`src/rtl/acc_alu_pkg.sv`:
```
package acc_alu_pkg;
  localparam int INSTR_W = 16;
  localparam int IDX_W   = 2;
  localparam int NUM_ACC = 1 << IDX_W;

  typedef enum logic [2:0] {
    OP_NOT, OP_NEG, OP_MOV, OP_INC, OP_ADDN, OP_SUB, OP_ADD, OP_AND
  } alu_op_e;

  typedef enum logic [1:0] {SH_NONE, SH_ROL, SH_ROR, SH_SWAP} shift_e;

  typedef enum logic [1:0] {CB_KEEP, CB_ZERO, CB_ONE, CB_FLIP} cbase_e;

  typedef enum logic [2:0] {
    SK_NEVER, SK_ALWAYS, SK_CZ, SK_CNZ, SK_RZ, SK_RNZ, SK_EITHER_Z, SK_BOTH_NZ
  } skip_e;

  typedef struct packed {
    logic             arith;
    logic [IDX_W-1:0] src;
    logic [IDX_W-1:0] dst;
    alu_op_e          op;
    shift_e           sh;
    cbase_e           cb;
    logic             noload;
    skip_e            sk;
  } fields_t;
endpackage

```
`src/rtl/acc_alu_decode.sv`:
```
module acc_alu_decode
  import acc_alu_pkg::*;
(
  input  logic [INSTR_W-1:0] word,
  output fields_t            f
);
  always_comb begin
    f.arith  = word[15];
    f.src    = word[14:13];
    f.dst    = word[12:11];
    f.op     = alu_op_e'(word[10:8]);
    f.sh     = shift_e'(word[7:6]);
    f.cb     = cbase_e'(word[5:4]);
    f.noload = word[3];
    f.sk     = skip_e'(word[2:0]);
  end
endmodule

```
`src/rtl/acc_alu_core.sv`:
```
module acc_alu_core
  import acc_alu_pkg::*;
#(
  parameter int DATA_W = 16
) (
  input  alu_op_e           op,
  input  cbase_e            cb,
  input  logic [DATA_W-1:0] d_val,
  input  logic [DATA_W-1:0] s_val,
  input  logic              c_cur,
  output logic [DATA_W-1:0] res,
  output logic              c_out
);
  localparam logic [DATA_W:0] ONE = {{DATA_W{1'b0}}, 1'b1};

  logic            base;
  logic [DATA_W:0] sum;
  logic [DATA_W:0] d_ext;
  logic [DATA_W:0] s_ext;
  logic [DATA_W:0] sn_ext;

  always_comb begin
    d_ext  = {1'b0, d_val};
    s_ext  = {1'b0, s_val};
    sn_ext = {1'b0, ~s_val};
    unique case (cb)
      CB_KEEP: base = c_cur;
      CB_ZERO: base = 1'b0;
      CB_ONE:  base = 1'b1;
      default: base = ~c_cur;
    endcase
    unique case (op)
      OP_NOT:  sum = sn_ext;
      OP_NEG:  sum = sn_ext + ONE;
      OP_MOV:  sum = s_ext;
      OP_INC:  sum = s_ext + ONE;
      OP_ADDN: sum = d_ext + sn_ext;
      OP_SUB:  sum = d_ext + sn_ext + ONE;
      OP_ADD:  sum = d_ext + s_ext;
      default: sum = {1'b0, d_val & s_val};
    endcase
    res   = sum[DATA_W-1:0];
    c_out = base ^ sum[DATA_W];
  end
endmodule

```
`src/rtl/acc_alu_shift.sv`:
```
module acc_alu_shift
  import acc_alu_pkg::*;
#(
  parameter int DATA_W = 16
) (
  input  shift_e            sh,
  input  logic [DATA_W-1:0] r_in,
  input  logic              c_in,
  output logic [DATA_W-1:0] r_out,
  output logic              c_out
);
  localparam int HALF = DATA_W / 2;

  always_comb begin
    unique case (sh)
      SH_ROL: begin
        r_out = {r_in[DATA_W-2:0], c_in};
        c_out = r_in[DATA_W-1];
      end
      SH_ROR: begin
        r_out = {c_in, r_in[DATA_W-1:1]};
        c_out = r_in[0];
      end
      SH_SWAP: begin
        r_out = {r_in[HALF-1:0], r_in[DATA_W-1:HALF]};
        c_out = c_in;
      end
      default: begin
        r_out = r_in;
        c_out = c_in;
      end
    endcase
  end
endmodule

```
`src/rtl/acc_alu_skip.sv`:
```
module acc_alu_skip
  import acc_alu_pkg::*;
#(
  parameter int DATA_W = 16
) (
  input  skip_e             sk,
  input  logic [DATA_W-1:0] r,
  input  logic              c,
  output logic              skip
);
  logic rz;

  always_comb begin
    rz = (r == '0);
    unique case (sk)
      SK_NEVER:    skip = 1'b0;
      SK_ALWAYS:   skip = 1'b1;
      SK_CZ:       skip = ~c;
      SK_CNZ:      skip = c;
      SK_RZ:       skip = rz;
      SK_RNZ:      skip = ~rz;
      SK_EITHER_Z: skip = ~c | rz;
      default:     skip = c & ~rz;
    endcase
  end
endmodule

```
`src/rtl/acc_alu_unit.sv`:
```
module acc_alu_unit
  import acc_alu_pkg::*;
#(
  parameter int DATA_W = 16
) (
  input  logic                      clk,
  input  logic                      rst,
  input  logic                      in_valid,
  input  logic [15:0]               instr,
  input  logic [4*DATA_W-1:0]       acc_bus,
  input  logic                      carry_in,
  output logic                      out_done,
  output logic                      out_illegal,
  output logic                      out_wr_acc,
  output logic                      out_wr_carry,
  output logic [1:0]                out_dst,
  output logic [DATA_W-1:0]         out_value,
  output logic                      out_carry,
  output logic                      out_skip
);
  fields_t           f;
  logic [DATA_W-1:0] acc_arr [NUM_ACC];
  logic [DATA_W-1:0] op_res;
  logic              op_c;
  logic [DATA_W-1:0] sh_res;
  logic              sh_c;
  logic              sk_hit;

  for (genvar g = 0; g < NUM_ACC; g++) begin : g_unpack
    assign acc_arr[g] = acc_bus[g*DATA_W +: DATA_W];
  end

  acc_alu_decode u_dec (.word(instr), .f(f));

  acc_alu_core #(.DATA_W(DATA_W)) u_core (
    .op(f.op), .cb(f.cb), .d_val(acc_arr[f.dst]), .s_val(acc_arr[f.src]),
    .c_cur(carry_in), .res(op_res), .c_out(op_c)
  );

  acc_alu_shift #(.DATA_W(DATA_W)) u_shift (
    .sh(f.sh), .r_in(op_res), .c_in(op_c), .r_out(sh_res), .c_out(sh_c)
  );

  acc_alu_skip #(.DATA_W(DATA_W)) u_skip (
    .sk(f.sk), .r(sh_res), .c(sh_c), .skip(sk_hit)
  );

  always_ff @(posedge clk) begin
    if (rst) begin
      out_done     <= 1'b0;
      out_illegal  <= 1'b0;
      out_wr_acc   <= 1'b0;
      out_wr_carry <= 1'b0;
      out_dst      <= '0;
      out_value    <= '0;
      out_carry    <= 1'b0;
      out_skip     <= 1'b0;
    end else begin
      out_done <= in_valid;
      if (in_valid && f.arith) begin
        out_illegal  <= 1'b0;
        out_wr_acc   <= ~f.noload;
        out_wr_carry <= ~f.noload;
        out_dst      <= f.dst;
        out_value    <= sh_res;
        out_carry    <= sh_c;
        out_skip     <= sk_hit;
      end else if (in_valid) begin
        out_illegal  <= 1'b1;
        out_wr_acc   <= 1'b0;
        out_wr_carry <= 1'b0;
        out_dst      <= f.dst;
        out_value    <= '0;
        out_carry    <= 1'b0;
        out_skip     <= 1'b0;
      end else begin
        out_illegal  <= 1'b0;
        out_wr_acc   <= 1'b0;
        out_wr_carry <= 1'b0;
        out_skip     <= 1'b0;
      end
    end
  end
endmodule

```
`config.mk`:
```
export PLATFORM = sky130hd
export DESIGN_NAME = acc_alu_unit
export DESIGN_NICKNAME = d
export VERILOG_FILES = /design/src/rtl/acc_alu_pkg.sv /design/src/rtl/acc_alu_decode.sv /design/src/rtl/acc_alu_core.sv /design/src/rtl/acc_alu_shift.sv /design/src/rtl/acc_alu_skip.sv /design/src/rtl/acc_alu_unit.sv
export SDC_FILE = /design/constraint.sdc
export NUM_CORES = 1
export LEC_CHECK = 0
export ABC_AREA = 1
export BUFFER_PORTS_ARGS = -buffer_cell sky130_fd_sc_hd__buf_2
export CAP_MARGIN = 0
export CORE_UTILIZATION = 53
export DETAILED_ROUTE_END_ITERATION = 6
export PLACE_DENSITY_LB_ADDON = 0.12
export SETUP_SLACK_MARGIN = 0.1
export SLEW_MARGIN = 20
export SYNTH_ARGS = -nofsm -noshare
export SYNTH_HDL_FRONTEND = slang
export SYNTH_SLANG_ARGS = --single-unit
export TNS_END_PERCENT = 30
```
`constraint.sdc`:
```
create_clock -name clk -period 3.35 [get_ports clk]
set_input_delay 0 -clock clk [delete_from_list [all_inputs] [get_ports clk]]
set_output_delay 0 -clock clk [all_outputs]
set_load 0.03 [all_outputs]
```
; Word-level counts from Yosys, hierarchy flattened
; Index checks and enable logic that the tools add are counted.
[totals]
out_inout_bits = 24
reg_bits = 23
[op_classes]
muxes = 18
reduce_logical = 8
n_bitwise = 12
n_eq_ne = 17
n_lt_le_gt_ge = 2
add_sub_neg = 5
[ops]
columns = operator, n
row1 = 17-bit one-hot mux with 7 select lines, 1
row2 = 16-bit 2-to-1 mux, 6
row3 = 16-bit binary-select mux with 2-bit select, 2
row4 = 16-bit one-hot mux with 3 select lines, 1
row5 = 16-bit by 1-bit adder with 17-bit output (second input constant), 2
row6 = 16-bit by 16-bit adder with 17-bit output, 2
row7 = 3-bit equality test (second input constant), 6
row8 = 17-bit by 1-bit adder with 17-bit output (second input constant), 1
row9 = 16-bit AND, 1
row10 = 16-bit zero test, 1
row11 = 16-bit NOT, 1
row12 = 3-bit by 2-bit equality test with 1-bit output (second input constant), 4
row13 = 1-bit one-hot mux with 7 select lines, 1
row14 = 2-bit equality test (second input constant), 3
row15 = 3-bit by 1-bit equality test with 1-bit output (second input constant), 2
row16 = 3-bit >= comparator (second input constant), 2
row17 = 3-bit zero test, 2
row18 = 2-bit NOT with 3-bit output, 2
row19 = 1-bit NOT, 5
row20 = 2-bit by 1-bit equality test with 1-bit output (second input constant), 2
row21 = 2-bit 2-to-1 mux, 2
row22 = 2-bit OR reduction, 2
row23 = 1-bit 2-to-1 mux, 3
row24 = 1-bit one-hot mux with 3 select lines, 1
row25 = 7 further kinds, 7

; Depth between registers and ports, before layout
[depth]
depth_word = 14
ltp_mapped = 37

; Modules after synthesis
; Synthesis repeated with hierarchy kept, for this count alone.
[hier_totals]
hier_cells = 1262
hier_area_um2 = 6531.3
[by_module_without_submodules]
columns = module, cells_per_inst, n_inst, area_per_inst_um2
row1 = acc_alu_core, 668, 1, 3548.4
row2 = acc_alu_unit, 407, 1, 2093.3
row3 = acc_alu_shift, 150, 1, 681.9
row4 = acc_alu_decode, 16, 1, 120.1
row5 = acc_alu_skip, 21, 1, 87.6

; Worst setup path before layout
; No wires, ideal clock.
[synth_path]
path_kind = input to register
from = in instr[13]
to = reg out_skip
stages = 31
t_arrival_ps = 3133
setup_slack_ps = 103
path_cell_list = buf_4 -> inv_2 -> buf_4 -> nand2_1 -> nand3_1 -> nand2_1 -> ha_1 -> inv_1 -> fa_1 -> nand2_1 -> nand2_1 -> inv_1 -> ha_1 -> inv_1 -> nor2_2 -> nand3_2 -> nor2_2 -> nand3_1 -> nor2_2 -> nand3_1 -> nand3_1 -> nand3_1 -> a21o_1 -> nand2_1 -> nand2_1 -> nand2_1 -> nand2_1 -> nand2_1 -> nand2_1 -> nand2_1 -> a21oi_2
[synth_between]
elab_chain_cells = 14
[synth_lines]
columns = element, line_no
row1 = from (decl), acc_alu_unit.sv:9  ; input logic [15:0] instr,
row2 = 2-bit NOT with 3-bit output (implied by the code) *, acc_alu_unit.sv:36  ; .op(f.op), .cb(f.cb), .d_val(acc_arr[f.dst]), .s_val(acc_arr[f.src]),
row3 = 16-bit binary-select mux with 2-bit select *, acc_alu_unit.sv:36
row4 = 16-bit 2-to-1 mux (implied by the code) * (2 in a row), acc_alu_unit.sv:36
row5 = 16-bit NOT, acc_alu_core.sv:25  ; sn_ext = {1'b0, ~s_val};
row6 = 16-bit by 16-bit adder with 17-bit output, "acc_alu_core.sv:37, acc_alu_core.sv:38"
row7 = 17-bit by 1-bit adder with 17-bit output, acc_alu_core.sv:38  ; OP_SUB: sum = d_ext + sn_ext + ONE;
row8 = 17-bit one-hot mux with 7 select lines *, acc_alu_core.sv:32  ; unique case (op)
row9 = 1-bit XOR, acc_alu_core.sv:43  ; c_out = base ^ sum[DATA_W];
row10 = 16-bit one-hot mux with 3 select lines, acc_alu_shift.sv:15  ; unique case (sh)
row11 = 16-bit zero test, acc_alu_skip.sv:14  ; rz = (r == '0);
row12 = 1-bit NOT, "acc_alu_skip.sv:21, acc_alu_skip.sv:23"
row13 = 1-bit AND, acc_alu_skip.sv:23  ; default: skip = c & ~rz;
row14 = 1-bit one-hot mux with 7 select lines *, acc_alu_skip.sv:15  ; unique case (sk)
row15 = to (signal assigned), acc_alu_unit.sv:67  ; out_skip <= sk_hit;
row16 = to (decl), acc_alu_unit.sv:19  ; output logic out_skip
; Every way passes the cells marked *; elsewhere a longest branch is shown, timed or not. The select of a mux whose other input is x is not followed.
; A chain may end at the register's enable or synchronous reset.

; Worst setup path after layout
[layout_path]
from = in instr[11]
to = reg out_skip
[layout_between]
elab_chain_cells = 13
[layout_lines]
columns = element, line_no
row1 = 2-bit NOT with 3-bit output (implied by the code) *, acc_alu_unit.sv:36
row2 = 16-bit binary-select mux with 2-bit select *, acc_alu_unit.sv:36
row3 = 16-bit 2-to-1 mux (implied by the code) * (2 in a row), acc_alu_unit.sv:36
row4 = 16-bit by 16-bit adder with 17-bit output, "acc_alu_core.sv:37, acc_alu_core.sv:38"
row5 = 17-bit by 1-bit adder with 17-bit output, acc_alu_core.sv:38
row6 = 17-bit one-hot mux with 7 select lines *, acc_alu_core.sv:32
row7 = 1-bit XOR, acc_alu_core.sv:43
row8 = 16-bit one-hot mux with 3 select lines, acc_alu_shift.sv:15
row9 = 16-bit zero test, acc_alu_skip.sv:14
row10 = 1-bit NOT, "acc_alu_skip.sv:21, acc_alu_skip.sv:23"
row11 = 1-bit AND, acc_alu_skip.sv:23
row12 = 1-bit one-hot mux with 7 select lines *, acc_alu_skip.sv:15
; Marks and branches as above.

==> results.toml <==
[status]
status = "complete, but fails checks"
violations = "design-rule violations, negative setup slack"

[sta]
hold_violations = 0
finalCritPeriodShare = 1.06
slew_viol_final = 0
period_minus_slack_ns = 3.54
holdWs_ns = 0.00768
setup_ws_ns = -0.195
max_slew_margin = 0.500
rsz0062_at_grt = "true"
worstMarginPinSlew_ns = 0.741
clock_skew_ns = 0
max_freq_mhz = 282
final-setup-viol-count = 1

[yosys]
yosysWarnings = 0
syn-instance-count = 1151
synth_compound_area_frac = 0.215
synth_nets = 1290
synth_top_area_share = 0.219
async_flop_share = 0
synth-main-ff-cell = "dfxtp_1"
synth-edff-count = 0
ys_seq_area_frac = 0.0750
synth_top_area_cell = "nand2_1"
synth-simple-area-share = 0.459
synth_top_family_by_area = "simple AND/OR/NAND/NOR gates"
ys_top_cells_by_area = "nand2_1, nand3_1, ha_1, inv_1, dfxtp_1"
synth_area_um2 = 6140
yosysUniqueCellTypes = 50
ys_ff_latch = 23
muxShareOfSynthArea = 0
synthAdderAreaFrac = 0.115
syn_avg_cell_area_um2 = 5.33
synth_xor_area_frac = 0.00571

[place]
dpl.hpwl_um = 18100
placed_cell_area_um2 = 7970
placedCellCount = 1532
port_buffers = 107
gp_congestion = 0.992
place_worst_setup_slack_ns = -0.455

[clock_network]
clkSinkCount = 23
root_buffer = "clkbuf_16"
cts_buffers = 3
clkLatencyLatePin_ns = 0.26
ctsLongestPathBuffers = 2
cts_tree = "yes"
clk_pin_slew_worst_paths_ns = 0.06
htreeDepth = 1

[setup_path]
startpoint_type = "input pin"
end_kind = "flip-flop"
cp.required_ns = 3.51
crit_top_cell = "nand2_1"
critPathArrivalTime_ns = 3.70
worstSetupPathType = "in2reg"
cpMaxStageDelayCell = "ha_4"
crit_path_max_incr_delay_ns = 0.35
critPathMaxFanout = 13

[detailed_routing]
dr.pass1.iters = 7
drc = 6
ant_nets = 0
wl_met2_um = 12100
routed_wl_um = 26800
wl_met1_um = 9980
routed.top_layer = "met4"
first_iter_violations = 882
vias = 9308
wl_per_cell_um = 17.1
vias_per_cell = 5.93
wl_met3_um = 2900

[cells_and_area]
layout_common_cells = "nand2_1, buf_4, inv_1"
fillCellCount = 690
final_common_cell = "nand2_1"
ff_latch_area_um2 = 460
drive_gt1_frac = 0.399
final_nets = 1569
final_cells = 1569
diodes = 0
finalCoreUtilization = 0.848
multi_input_area_um2 = 5830
syn2layout_area_growth_pct = 53.1
final_cell_area_um2 = 9400

[floorplan]
dieArea_um2 = 12000
die_height_um = 110
core_area_um2 = 11100
start_util = 0.554
die_w_um = 110
rows = 38
boundaryPins = 108

[power]
power.density_nw_per_um2 = 279
p_leak_nw = 4.87
peakVddDrop_v = 0.000439

[global_routing]
grt_usage = 0.380
grt_max_degree = 30
overflow = 0
antenna_found_initial = 0
grt_pass1_vias = 7448
grt_pass1_wl_um = 35400

[job]
cap_violations = 0

[min_path]
holdCritPathClass = "in2reg"
==> critical path, delay by kind of cell <==
| kind | cells | cell delay (ns) |
|---|---|---|
| and+or+nand+nor | 22 | 2.32 |
| buffers and inverters | 6 | 0.64 |
| adders and majority gates | 1 | 0.35 |
| AOI/OAI and AO/OA | 2 | 0.38 |
==> cells in the mapped netlist (2+ instances only) <==
cell type and count:
a21o_1 4, a21oi_1 91, a311oi_1 2, a31oi_1 4
a32o_1 2, and2_1 2, buf_1 3, buf_2 9
buf_4 5, buf_6 3, clkbuf_1 21, dfxtp_1 23
fa_1 2, ha_1 53, inv_1 149, inv_2 8
nand2_1 358, nand2_2 8, nand2_4 2, nand3_1 146
nand3_2 4, nand4_1 7, nor2_1 66, nor2_2 6
nor2_4 4, nor3_1 5, o2111ai_1 12, o211ai_1 17
o21ai_0 84, o21ai_1 4, o21bai_1 4, or2_2 22
xor2_1 4
==> through the flow <==
step           setup TNS [ns]  power [mW]
6_report               -0.195        2.62
3_3_place_gp           -0.546        1.85
4_1_cts                     0        2.21
2_1_floorplan               0        1.21
3_5_place_dp           -0.948        1.86
5_1_grt                -0.449        2.77
==> where the power goes <==
group	switching (mW)	internal, mW
registers	0.00595	0.288
logic	1.19	0.870
clock network	0.0996	0.161
total	1.30	1.32
==> layer usage <==
layer  up-vias  global-route usage
li1       4354                   -
met1      4100               0.472
met2       677               0.636
met3       177              0.0676
met4         0               0.171
met5         -                   0
==> path summary, 6_finish.rpt <==
kind	end	slack [ns]	startpoint	cells past startpoint
max	out_skip	-0.19	instr[11]	31
min	out_dst[1]	0.008	in_valid	2
max reg2reg	out_dst[1]	2.70	out_dst[1]	2
min reg2reg	out_value[11]	0.46	out_value[11]	2
==> registers in the layout, indices dropped and copies added, names as in the netlist <==
| register | count |
|---|---|
| out_illegal | 1 |
| out_wr_carry | 1 |
| out_done | 1 |
| out_value | 16 |
| out_skip | 1 |
| out_dst | 2 |
| out_carry | 1 |
==> final cells by class <==
cell class,instances,share of cell area
clock inverter,1,0.000533
timing repair buffer,315,0.238
inverter,159,0.0652
tap,140,0.0186
sequential,23,0.0490
multi-input combinational,928,0.620
clock buffer,3,0.00799
==> timing repair <==
| item | CTS | global route |
|---|---|---|
| hold endpoints to repair | 3 | 0 |
| pin swaps | 26 | 94 |
| gates cloned | 0 | 2 |
| hold buffers | 3 | 0 |
| setup buffers | 10 | 18 |
| gates resized for setup | 67 | 218 |
| setup endpoints to repair | 1 | 12 |
==> logic make-up after synthesis <==
group / count (synthesis)
xor+xnor: 4
compound gates: 232
simple gates: 637
buf+inv: 200
fa+ha+maj: 55
flops: 23
Note: power is estimated with default switching activity, not from simulation.
